==> src/rtl/spi_psel_pkg.sv <==
package spi_psel_pkg;
  localparam int ADDR_W = 3;
  localparam logic [ADDR_W-1:0] A_CTRL = 3'd0;
  localparam logic [ADDR_W-1:0] A_MODE = 3'd1;
  localparam logic [ADDR_W-1:0] A_TX   = 3'd2;
  localparam int ENTRY_BASE = 4;

  // transmit word field positions
  localparam int F_CODE_LO = 16;
  localparam int F_LAST    = 24;
  // mode word field positions
  localparam int M_VAR     = 0;
  localparam int M_DEC     = 1;
  localparam int M_CODE_LO = 4;
  localparam int M_DIV_LO  = 8;
  // entry field positions
  localparam int E_KEEP    = 4;
  // control bits
  localparam int C_EN      = 0;
  localparam int C_DIS     = 1;

  typedef struct packed {
    logic load;
    logic sample;
    logic shift;
    logic finish;
    logic abort;
  } strobe_t;
endpackage

==> src/rtl/spi_psel_regs.sv <==
module spi_psel_regs
  import spi_psel_pkg::*;
#(
  parameter int DATA_W   = 16,
  parameter int MIN_BITS = 8,
  parameter int NUM_CS   = 4,
  parameter int DIV_W    = 8,
  parameter int WORD_W   = 32,
  localparam int LEN_W   = $clog2(DATA_W + 1),
  localparam int IDX_W   = $clog2(NUM_CS)
) (
  input  logic              clk,
  input  logic              rstN,
  input  logic              wrEn,
  input  logic [ADDR_W-1:0] wrAddr,
  input  logic [WORD_W-1:0] wrData,
  input  logic              load,
  output logic              enabled,
  output logic              holdValid,
  output logic [DIV_W-1:0]  halfDiv,
  output logic [DATA_W-1:0] txData,
  output logic [NUM_CS-1:0] csPat,
  output logic [LEN_W-1:0]  nBits,
  output logic              relAfter,
  output logic              decodeMode,
  output logic              disStrobe
);
  localparam int EXTRA_MAX = DATA_W - MIN_BITS;
  localparam int EXT_W     = $clog2(EXTRA_MAX + 1);

  logic              modeVar, modeDec;
  logic [NUM_CS-1:0] modeCode;
  logic [DIV_W-1:0]  divReg;
  logic [DATA_W-1:0] holdData;
  logic [NUM_CS-1:0] holdCode;
  logic              holdLast;
  logic [EXT_W-1:0]  entryLen [NUM_CS];
  logic              entryKeep [NUM_CS];

  logic wrCtrl, wrMode, wrTx;
  assign wrCtrl = wrEn && (wrAddr == A_CTRL);
  assign wrMode = wrEn && (wrAddr == A_MODE);
  assign wrTx   = wrEn && (wrAddr == A_TX);
  assign disStrobe = wrCtrl && wrData[C_DIS];

  logic unusedWord;
  assign unusedWord = ^{wrData[WORD_W-1:F_LAST+1], wrData[F_LAST-1:F_CODE_LO+NUM_CS]};

  always_ff @(posedge clk or negedge rstN) begin
    if (!rstN) begin
      enabled  <= 1'b0;
      modeVar  <= 1'b0;
      modeDec  <= 1'b0;
      modeCode <= '1;
      divReg   <= '0;
    end else begin
      if (wrCtrl) begin
        if (wrData[C_DIS])     enabled <= 1'b0;
        else if (wrData[C_EN]) enabled <= 1'b1;
      end
      if (wrMode) begin
        modeVar  <= wrData[M_VAR];
        modeDec  <= wrData[M_DEC];
        modeCode <= wrData[M_CODE_LO +: NUM_CS];
        divReg   <= wrData[M_DIV_LO +: DIV_W];
      end
    end
  end

  always_ff @(posedge clk or negedge rstN) begin
    if (!rstN) begin
      holdValid <= 1'b0;
      holdData  <= '0;
      holdCode  <= '1;
      holdLast  <= 1'b0;
    end else if (wrTx) begin
      holdValid <= 1'b1;
      holdData  <= wrData[DATA_W-1:0];
      holdCode  <= wrData[F_CODE_LO +: NUM_CS];
      holdLast  <= wrData[F_LAST];
    end else if (load) begin
      holdValid <= 1'b0;
    end
  end

  for (genvar g = 0; g < NUM_CS; g++) begin : gEntry
    always_ff @(posedge clk or negedge rstN) begin
      if (!rstN) begin
        entryLen[g]  <= '0;
        entryKeep[g] <= 1'b0;
      end else if (wrEn && (wrAddr == ADDR_W'(ENTRY_BASE + g))) begin
        entryLen[g]  <= wrData[EXT_W-1:0];
        entryKeep[g] <= wrData[E_KEEP];
      end
    end
  end

  // selection decode for the queued word
  logic [NUM_CS-1:0] code;
  logic              found;
  logic [IDX_W-1:0]  lowIdx, entIdx;
  logic [EXT_W-1:0]  lenSel, extra;

  always_comb begin
    code  = modeVar ? holdCode : modeCode;
    found = 1'b0;
    lowIdx = '0;
    for (int i = NUM_CS - 1; i >= 0; i--) begin
      if (!code[i]) begin
        found  = 1'b1;
        lowIdx = IDX_W'(i);
      end
    end
    if (modeDec) begin
      entIdx = code[IDX_W-1:0];
      csPat  = code;
    end else begin
      entIdx = found ? lowIdx : '0;
      csPat  = found ? ~(NUM_CS'(1) << lowIdx) : '1;
    end
    lenSel   = entryLen[entIdx];
    extra    = (lenSel > EXT_W'(EXTRA_MAX)) ? EXT_W'(EXTRA_MAX) : lenSel;
    nBits    = LEN_W'(MIN_BITS) + LEN_W'(extra);
    relAfter = !entryKeep[entIdx] || (modeVar && holdLast);
  end

  assign txData     = holdData;
  assign decodeMode = modeDec;
  assign halfDiv    = (divReg == '0) ? DIV_W'(1) : divReg;

  p_tdre_load_r11: assert property (@(posedge clk) disable iff (!rstN)
    (load && !wrTx) |=> !holdValid);
  p_write_holds_r11: assert property (@(posedge clk) disable iff (!rstN)
    wrTx |=> holdValid);
endmodule

==> src/rtl/spi_psel_ctrl.sv <==
module spi_psel_ctrl
  import spi_psel_pkg::*;
#(
  parameter int DATA_W = 16,
  parameter int DIV_W  = 8,
  localparam int LEN_W = $clog2(DATA_W + 1)
) (
  input  logic             clk,
  input  logic             rstN,
  input  logic             enabled,
  input  logic             holdValid,
  input  logic [DIV_W-1:0] halfDiv,
  input  logic [LEN_W-1:0] nBits,
  input  logic             abortReq,
  output strobe_t          st,
  output logic             sclk,
  output logic             busy
);
  typedef enum logic { S_IDLE, S_SHIFT } state_t;
  state_t state;
  logic [DIV_W-1:0] divCnt;
  logic [LEN_W-1:0] bitCnt;
  logic tick;

  assign busy = (state == S_SHIFT);
  assign tick = busy && (divCnt == halfDiv - DIV_W'(1));

  always_comb begin
    st.abort  = abortReq;
    st.load   = !busy && enabled && holdValid && !abortReq;
    st.sample = tick && !sclk && !abortReq;
    st.shift  = tick && sclk && (bitCnt != LEN_W'(1)) && !abortReq;
    st.finish = tick && sclk && (bitCnt == LEN_W'(1)) && !abortReq;
  end

  always_ff @(posedge clk or negedge rstN) begin
    if (!rstN) begin
      state  <= S_IDLE;
      divCnt <= '0;
      bitCnt <= '0;
      sclk   <= 1'b0;
    end else if (abortReq) begin
      state <= S_IDLE;
      sclk  <= 1'b0;
    end else if (st.load) begin
      state  <= S_SHIFT;
      divCnt <= '0;
      bitCnt <= nBits;
      sclk   <= 1'b0;
    end else if (busy) begin
      if (tick) begin
        divCnt <= '0;
        sclk   <= !sclk;
        if (sclk) begin
          if (bitCnt == LEN_W'(1)) state <= S_IDLE;
          else                     bitCnt <= bitCnt - LEN_W'(1);
        end
      end else begin
        divCnt <= divCnt + DIV_W'(1);
      end
    end
  end

  p_len_range_r4: assert property (@(posedge clk) disable iff (!rstN)
    busy |-> (bitCnt >= LEN_W'(1) && bitCnt <= LEN_W'(DATA_W)));
  p_sclk_idle_r10: assert property (@(posedge clk) disable iff (!rstN)
    !busy |-> !sclk);
  p_finish_low_r10: assert property (@(posedge clk) disable iff (!rstN)
    st.finish |=> (!sclk && !busy));
endmodule

==> src/rtl/spi_psel_dp.sv <==
module spi_psel_dp
  import spi_psel_pkg::*;
#(
  parameter int DATA_W = 16,
  parameter int NUM_CS = 4,
  localparam int LEN_W = $clog2(DATA_W + 1)
) (
  input  logic              clk,
  input  logic              rstN,
  input  strobe_t           st,
  input  logic [DATA_W-1:0] txData,
  input  logic [NUM_CS-1:0] csPat,
  input  logic [LEN_W-1:0]  nBits,
  input  logic              relAfter,
  input  logic              decodeMode,
  input  logic              miso,
  input  logic              rdAck,
  output logic              mosi,
  output logic [NUM_CS-1:0] csN,
  output logic [DATA_W-1:0] rxData,
  output logic              rdrf
);
  logic [DATA_W-1:0] txSh, rxSh;
  logic              relHeld;
  logic [LEN_W-1:0]  padBits;

  assign padBits = LEN_W'(DATA_W) - nBits;
  assign mosi    = txSh[DATA_W-1];

  always_ff @(posedge clk or negedge rstN) begin
    if (!rstN) begin
      txSh    <= '0;
      rxSh    <= '0;
      relHeld <= 1'b1;
    end else if (st.load) begin
      txSh    <= txData << padBits;
      rxSh    <= '0;
      relHeld <= relAfter;
    end else begin
      if (st.shift)  txSh <= txSh << 1;
      if (st.sample) rxSh <= {rxSh[DATA_W-2:0], miso};
    end
  end

  always_ff @(posedge clk or negedge rstN) begin
    if (!rstN) begin
      rxData <= '0;
      rdrf   <= 1'b0;
    end else if (st.finish) begin
      rxData <= rxSh;
      rdrf   <= 1'b1;
    end else if (rdAck) begin
      rdrf   <= 1'b0;
    end
  end

  always_ff @(posedge clk or negedge rstN) begin
    if (!rstN)                      csN <= '1;
    else if (st.abort)              csN <= '1;
    else if (st.load)               csN <= csPat;
    else if (st.finish && relHeld)  csN <= '1;
  end

  p_rdrf_set_r13: assert property (@(posedge clk) disable iff (!rstN)
    st.finish |=> rdrf);
  p_release_r7: assert property (@(posedge clk) disable iff (!rstN)
    (st.finish && relHeld) |=> (csN == '1));
  p_one_line_r9: assert property (@(posedge clk) disable iff (!rstN)
    (!decodeMode && st.load) |=> $onehot0(~csN));
  p_abort_r12: assert property (@(posedge clk) disable iff (!rstN)
    st.abort |=> (csN == '1));
endmodule

==> src/rtl/spi_psel_master.sv <==
module spi_psel_master
  import spi_psel_pkg::*;
#(
  parameter int DATA_W   = 16,
  parameter int MIN_BITS = 8,
  parameter int NUM_CS   = 4,
  parameter int DIV_W    = 8,
  parameter int WORD_W   = 32
) (
  input  logic              clk,
  input  logic              rstN,
  input  logic              wrEn,
  input  logic [ADDR_W-1:0] wrAddr,
  input  logic [WORD_W-1:0] wrData,
  input  logic              rdAck,
  input  logic              miso,
  output logic              sclk,
  output logic              mosi,
  output logic [NUM_CS-1:0] csN,
  output logic [DATA_W-1:0] rxData,
  output logic              tdre,
  output logic              rdrf,
  output logic              txEmpty
);
  localparam int LEN_W = $clog2(DATA_W + 1);

  strobe_t           st;
  logic              enabled, holdValid, relAfter, decodeMode, disStrobe, busy;
  logic [DIV_W-1:0]  halfDiv;
  logic [DATA_W-1:0] txData;
  logic [NUM_CS-1:0] csPat;
  logic [LEN_W-1:0]  nBits;

  spi_psel_regs #(.DATA_W(DATA_W), .MIN_BITS(MIN_BITS), .NUM_CS(NUM_CS),
                  .DIV_W(DIV_W), .WORD_W(WORD_W)) uRegs (
    .clk(clk), .rstN(rstN), .wrEn(wrEn), .wrAddr(wrAddr), .wrData(wrData),
    .load(st.load), .enabled(enabled), .holdValid(holdValid), .halfDiv(halfDiv),
    .txData(txData), .csPat(csPat), .nBits(nBits), .relAfter(relAfter),
    .decodeMode(decodeMode), .disStrobe(disStrobe)
  );

  spi_psel_ctrl #(.DATA_W(DATA_W), .DIV_W(DIV_W)) uCtrl (
    .clk(clk), .rstN(rstN), .enabled(enabled), .holdValid(holdValid),
    .halfDiv(halfDiv), .nBits(nBits), .abortReq(disStrobe),
    .st(st), .sclk(sclk), .busy(busy)
  );

  spi_psel_dp #(.DATA_W(DATA_W), .NUM_CS(NUM_CS)) uDp (
    .clk(clk), .rstN(rstN), .st(st), .txData(txData), .csPat(csPat),
    .nBits(nBits), .relAfter(relAfter), .decodeMode(decodeMode),
    .miso(miso), .rdAck(rdAck), .mosi(mosi), .csN(csN),
    .rxData(rxData), .rdrf(rdrf)
  );

  assign tdre    = !holdValid;
  assign txEmpty = !holdValid && !busy;

  p_load_busy_r11: assert property (@(posedge clk) disable iff (!rstN)
    st.load |=> !txEmpty);
endmodule

==> config.mk <==
export PLATFORM = sky130hd
export DESIGN_NAME = spi_psel_master
export DESIGN_NICKNAME = d
export VERILOG_FILES = /design/src/rtl/spi_psel_pkg.sv /design/src/rtl/spi_psel_regs.sv /design/src/rtl/spi_psel_ctrl.sv /design/src/rtl/spi_psel_dp.sv /design/src/rtl/spi_psel_master.sv
export SDC_FILE = /design/constraint.sdc
export NUM_CORES = 1
export LEC_CHECK = 0
export BUFFER_PORTS_ARGS = -buffer_cell sky130_fd_sc_hd__buf_2
export CAP_MARGIN = 20
export CORE_ASPECT_RATIO = 1.75
export CORE_MARGIN = 2
export CORE_UTILIZATION = 50
export CTS_CLUSTER_SIZE = 24
export DETAILED_ROUTE_END_ITERATION = 8
export PLACE_DENSITY = 0.69
export SYNTH_ARGS = -nofsm -noshare
export SYNTH_HDL_FRONTEND = slang
export SYNTH_SLANG_ARGS = --single-unit
==> constraint.sdc <==
create_clock -name clk -period 4.7 [get_ports clk]
set_clock_uncertainty 0.15 [all_clocks]
set_input_delay 0 -clock clk [delete_from_list [all_inputs] [get_ports clk]]
set_output_delay 0 -clock clk [all_outputs]
set_load 0.02 [all_outputs]
Yosys cells after proc, flatten, opt, wreduce, memory -nomap -nowiden
Cells that the tools add are included.
W data, S select, Z words.
Operators by class
  add/subtract/negate cells: 5
  order comparisons: 2
  equality and inequality tests: 10
  shifts and indexed selects: 2
  mux-type cells: 52
  bitwise gates (word level): 3
  reductions and logical operators: 45
Operator list (number)
  $mux W16: 4
  $mux W4: 9
  $mux W8: 4
  $mux W5: 5
  $logic_and A1 B1 Y1: 22
  $mux W1: 22
  $reduce_bool A2 Y1: 8
  $shl A16 B5 Y16: 1
  $eq A3 B3 Y1 const B: 4
  $mux W2: 6
  $reduce_bool A3 Y1: 3
  $add A8 B1 Y8 const B: 1
  $bmux W4 S2: 1
  $eq A8 B8 Y1: 1
  $logic_not A8 Y1: 1
  $sub A8 B1 Y8 const B: 1
  $reduce_and A2 Y1: 3
  $add A4 B4 Y5 const A: 1
  $eq A5 B1 Y1 const B: 1
  $logic_not A1 Y1: 5
  $ne A5 B1 Y1 const B: 1
  $reduce_and A5 Y1: 1
  $sub A5 B1 Y5 const B: 1
  $sub A5 B5 Y5 const A: 1
  12 further kinds: 12
Storage, ports and cells
  register bits: 126
  input bits: 40
  output and inout port bits: 25
  word-level logic and storage cells: 146

Depth between registers and ports, before layout
  depth in word-level cells: 17
  mapped depth: 18
  depth with buffers taken out: 13

By module
A second synthesis with hierarchy kept.
Second synthesis, totals
  cells, all modules: 632
  area total of the unflattened synthesis: 6994.2 um^2
By module, submodules not included
  spi_psel_dp: instances 1, cells each 269, area each 3034.2 um^2, sequential area each 1357.6 um^2
  spi_psel_regs: instances 1, cells each 205, area each 2693.8 um^2, sequential area each 1436.4 um^2
  spi_psel_ctrl: instances 1, cells each 156, area each 1258.7 um^2, sequential area each 375.4 um^2
  spi_psel_master: instances 1, cells each 2, area each 7.5 um^2, sequential area each 0.0 um^2

Worst setup path after synthesis
Ideal clock, no wire load.
  kind: register to register
  start: register uRegs.modeVar
  end: register uDp.txSh[12]
  setup time: 0.120 ns
  arrival time: 3.786 ns
  required time: 4.430 ns
  setup slack: 0.644 ns
  stages on the path, launching flop included: 16
  buffers on the path: 5
  cells stage by stage: dfrtp_1 -> buf_6 -> mux2i_4 -> o41ai_4 -> mux2i_1 -> mux2i_4 -> buf_6 -> buf_12 -> inv_4 -> ha_1 -> clkbuf_1 -> clkbuf_1 -> mux4_2 -> mux2i_1 -> o22ai_1 -> a31o_1
Between the ends
  longest elaborated chain between the ends: 17
  elaborated cells between the ends (all ways): 21
  classes of those cells: 2 x add/sub; 1 x order compare; 1 x shift; 16 x mux; 1 x bitwise
Ends and longest elaborated chain
  start, declared: RTL line spi_psel_regs.sv:31  | logic modeVar, modeDec;
  start signal, assigned: RTL line spi_psel_regs.sv:62  | modeVar <= wrData[M_VAR];
  $mux W4 (*): RTL line spi_psel_regs.sv:105  | code = modeVar ? holdCode : modeCode;
  $mux W2 or $mux W1 (tied branches) (4 in a row): RTL line spi_psel_regs.sv:109  | if (!code[i]) begin
  $mux W2: RTL line spi_psel_regs.sv:118  | entIdx = found ? lowIdx : '0;
  $mux W2 (*): RTL line spi_psel_regs.sv:114  | if (modeDec) begin
  $not A2 Y3 (implied by the code) (*): RTL line spi_psel_regs.sv:121  | lenSel = entryLen[entIdx];
  $bmux W4 S2 (*): RTL line spi_psel_regs.sv:121
  $mux W4 (implied by the code) (*) (2 in a row): RTL line spi_psel_regs.sv:121
  $gt A4 B4 Y1: RTL line spi_psel_regs.sv:122  | extra = (lenSel > EXT_W'(EXTRA_MAX)) ? EXT_W'(EXTRA_MAX) : lenSel;
  $mux W4 (*): RTL line spi_psel_regs.sv:122
  $add A4 B4 Y5 (*): RTL line spi_psel_regs.sv:123  | nBits = LEN_W'(MIN_BITS) + LEN_W'(extra);
  $sub A5 B5 Y5 (*): RTL line spi_psel_dp.sv:27  | assign padBits = LEN_W'(DATA_W) - nBits;
  $shl A16 B5 Y16 (*): RTL line spi_psel_dp.sv:36  | txSh <= txData << padBits;
  $mux W16 (*): RTL line spi_psel_dp.sv:35  | end else if (st.load) begin
  end signal, assigned: RTL line spi_psel_dp.sv:36
  end signal, assigned: RTL line spi_psel_dp.sv:40  | if (st.shift) txSh <= txSh << 1;
  end, declared: RTL line spi_psel_dp.sv:23  | logic [DATA_W-1:0] txSh, rxSh;
Every way passes the cells marked *; elsewhere a longest branch is shown, timed or not. The select of a mux whose other input is x is not followed.
A chain may end at the register's enable or synchronous reset.

Final worst setup path
  start: register uRegs.modeVar
  end: register uDp.txSh[11]
The elaborated chain is that of the path after synthesis.

==> key figures <==
Cells and area
  – Fillers: 1103
  – Antenna Diode Count: 0
  – Util after Layout: 0.608
  – Multi-input logic area: between 0.003 and 0.004 sq mm
  – Final nets: 734
  – Sequential Area: ~0.0032 sq mm
  – Final std cells w/o fill: roughly 880
  – Synthesis-to-finish area growth: 19.6%
  – Share of layout cells above drive strength 1: 0.299

CTS
  – Sink Count: approximately 130
  – CTS root buffer: clkbuf_16
  – CTS tree: done
  – Htree depth: 4
  – Worst-path clk slew: 0.06 ns
  – Max clock buf depth: 2
  – Post-CTS Setup Bufs: 0
  – Cts bufs inserted: 17
  – Clock Latency Late Sink: 0.41 ns

STA
  – Post-route minimum period: between 4 and 5 ns
  – Post-Route Setup TNS: 0 ns
  – Slew @ Worst Pin: approximately 1 ns
  – Max Clock Freq: roughly 230 MHz
  – Relative slew slack: 0.330
  – Final setup vio count: 0
  – Hold Fails Final Rpt: 0
  – Final slew viol count: 0
  – Tcrit/Tclk final: 0.908
  – RSZ-0062 raised after global routing: false

Worst setup path
  – Worst path depth: 13
  – CP max stage cell: dfrtp_1
  – Startpoint type of the worst setup path: flip-flop
  – CP top delay family: compound AO/OA/AOI/OAI gates
  – Critical path type: flip-flop to flip-flop
  – Crit path DAT: approximately 4.4 ns
  – CP bufs+invs: 0
  – Crit path largest cell delay: roughly 0.6 ns
  – Worst-path fanout max: 12
  – FF-to-FF path depth: 13
  – Req. time, crit path: between 4 and 5 ns
  – Crit. End Element: flip-flop
  – Crit-path cells: mux2_1 -> a211o_1 -> nand2_1 -> mux2i_1 -> nand2_1 -> ha_1 -> nor2_1 -> o21ai_0 -> mux2i_1 -> a311o_1 -> a21oi_1 -> a31oi_1 -> a211oi_2

Power
  – P_leak: approximately 3.6 nW
  – Pwr per Cell Area: 592 mW/mm^2
  – Peak supply drop: around 0.35 mV

Die
  – Initial core utilization: 0.509
  – Num rows: between 50 and 60
  – Die width: roughly 90 um
  – Die Height: roughly 160 um
  – Core area: between 0.01 and 0.015 sq mm
  – # IOs: 65
  – Die area: ~0.015 sq mm

Route
  – Detailed-route vias per instance: 5.81
  – Final ANT Viol Nets: 0
  – Drt wl/cell: 17.9 um
  – Drt first pass iters: 4
  – Routed via count: around 5100
  – Initial DRC count: around 220
  – Residual DRC count: 0
  – Final wirelength: between 15000 and 20000 um

GRT
  – Total track usage: 0.228
  – First-pass GRT wire length: between 20000 and 30000 um
  – Antenna violations before repair: 0
  – Pin count of the biggest net entering global routing: 82
  – Vias in the first global route: around 5300
  – GR Overflow Total: 0

Yosys
  – Syn Inst Count: 603
  – Post-synth EDFFs: 0
  – Post-synth ARST share: 1.00
  – Syn Area/Cell: between 10 and 15 sq um
  – Top post-synthesis cells by area: dfrtp_1 (42%), mux2_2 (11%), dfstp_2 (5.0%)
  – Most numerous cell in the Yosys netlist: dfrtp_1
  – Synthesized net count: approximately 650
  – Yosys reg bits: 126
  – YS warnings: 0
  – Dominant cell type by area after synthesis: dfrtp_1
  – Most frequent cells after synthesis: dfrtp_1 (113), mux2_2 (67), nand2_1 (62)
  – Register area share after synthesis: 0.466
  – Synth Cell Area: between 0.006 and 0.007 sq mm
  – Yosys cell types: 74
  – Synth top area share: 0.415
  – Main synth FF type: dfrtp_1

Min path
  – Hold Crit Depth: 3
  – HP Class: input port to flip-flop

Outcome
  – Status: finished, final reports clean

Job
  – Max Cap Viol: 0

Placement
  – Gpl congestion: ~0.90
  – HPWL after DPL: approximately 11000 um
  – # port buffers: 53
  – Placed Cells: approximately 810
[final timing paths]
path | start | to | slack [ns]
worst max-delay path | uRegs.modeVar$_DFFE_PN0P_ | uDp.txSh[11]$_DFFE_PN0P_ | 0.43
max in group asynchronous | rstN | uDp.csN[2]$_DFFE_PN1P_ | 2.76
worst min register to register | uDp.rxData[4]$_DFFE_PN0P_ | uDp.rxData[4]$_DFFE_PN0P_ | 0.34
min in group asynchronous | rstN | uRegs.divReg[2]$_DFFE_PN0P_ | 0.40
worst min-delay path | rdAck | uDp.rdrf$_DFFE_PN0P_ | 0.17
worst max register to register | uRegs.modeVar$_DFFE_PN0P_ | uDp.txSh[11]$_DFFE_PN0P_ | 0.43
[through the flow]
step	total power, mW	instance area (sq um)	hold WS [ns]	worst slack (ns)
after CTS	4.84	8090	0.162	0.470
after global placement	3.49	7250	0.0501	0.562
after floorplan	3.10	6810	-0.446	0.644
after global routing	5.12	8140	0.196	0.210
final	4.82	8140	0.174	0.431
after detailed placement	3.54	7250	0.0635	0.493
[state kept, by name (all words and copies together) (netlist names), 4 cells and up]
name	count
uDp.rxData	16
uDp.rxSh	16
uDp.txSh	16
uRegs.entryLen	16
uRegs.txData	16
uCtrl.divCnt	8
uRegs.divReg	8
uCtrl.bitCnt	5
uDp.csN	4
uRegs.entryKeep	4
uRegs.holdCode	4
uRegs.modeCode	4
[worst min-delay path, stage by stage]
cell and delay [ns]:
dlygate4sd3_1 0.51, buf_2 0.09, o21ai_0 0.07
[cells by family (layout without fill, tap and decap cells)]
group	count (synthesis)	after routing	synth area share
simple gates	179	179	0.137
xor+xnor	14	14	0.0202
fa+ha+maj	5	5	0.00919
flops	126	126	0.466
compound gates	120	120	0.118
mux	121	121	0.220
buf+inv	38	137	0.0298
[routing by layer]
layer | track usage | wire [um]
met1 | 0.245 | 6030
met2 | 0.431 | 8770
met3 | 0.0402 | 415
met4 | 0.103 | 456
met5 | 0 | 0
[cells in the final DEF (no fill, tap or decap), drive strengths merged, types with 9 or more instances in the layout]
cell type and n:
buf 67, o21ai 53, dfrtp 113, mux2 78, mux2i 32, dfstp 13, nand2 63, nor2b 14
xnor2 11, a21oi 16, mux4 11, nand2b 9, nor3 10, inv 14, nor2 38, clkbuf 18
dlygate4sd3 29
[power breakdown]
| group | total (mW) | switching, mW | internal [mW] |
|---|---|---|---|
| clock | 1.25 | 0.513 | 0.738 |
| sequential | 1.65 | 0.280 | 1.37 |
| combinational | 1.91 | 1.02 | 0.898 |
[what timing repair did]
action | 4_1_cts | 5_1_grt
setup endpoints to repair | 0 | 0
hold endpoints to repair | 131 | 9
hold buffers | 28 | 1
resized for setup | 0 | 0
[cell type report]
| class | instances | share of cell area |
|---|---|---|
| Inverter | 9 | 0.00446 |
| Clock buffer | 18 | 0.0527 |
| Clock inverter | 14 | 0.0166 |
| Multi-Input combinational cell | 439 | 0.425 |
| Timing Repair Buffer | 96 | 0.0848 |
| Tap cell | 174 | 0.0267 |
| Sequential cell | 126 | 0.389 |
Note: power is estimated with default switching activity, not from simulation.
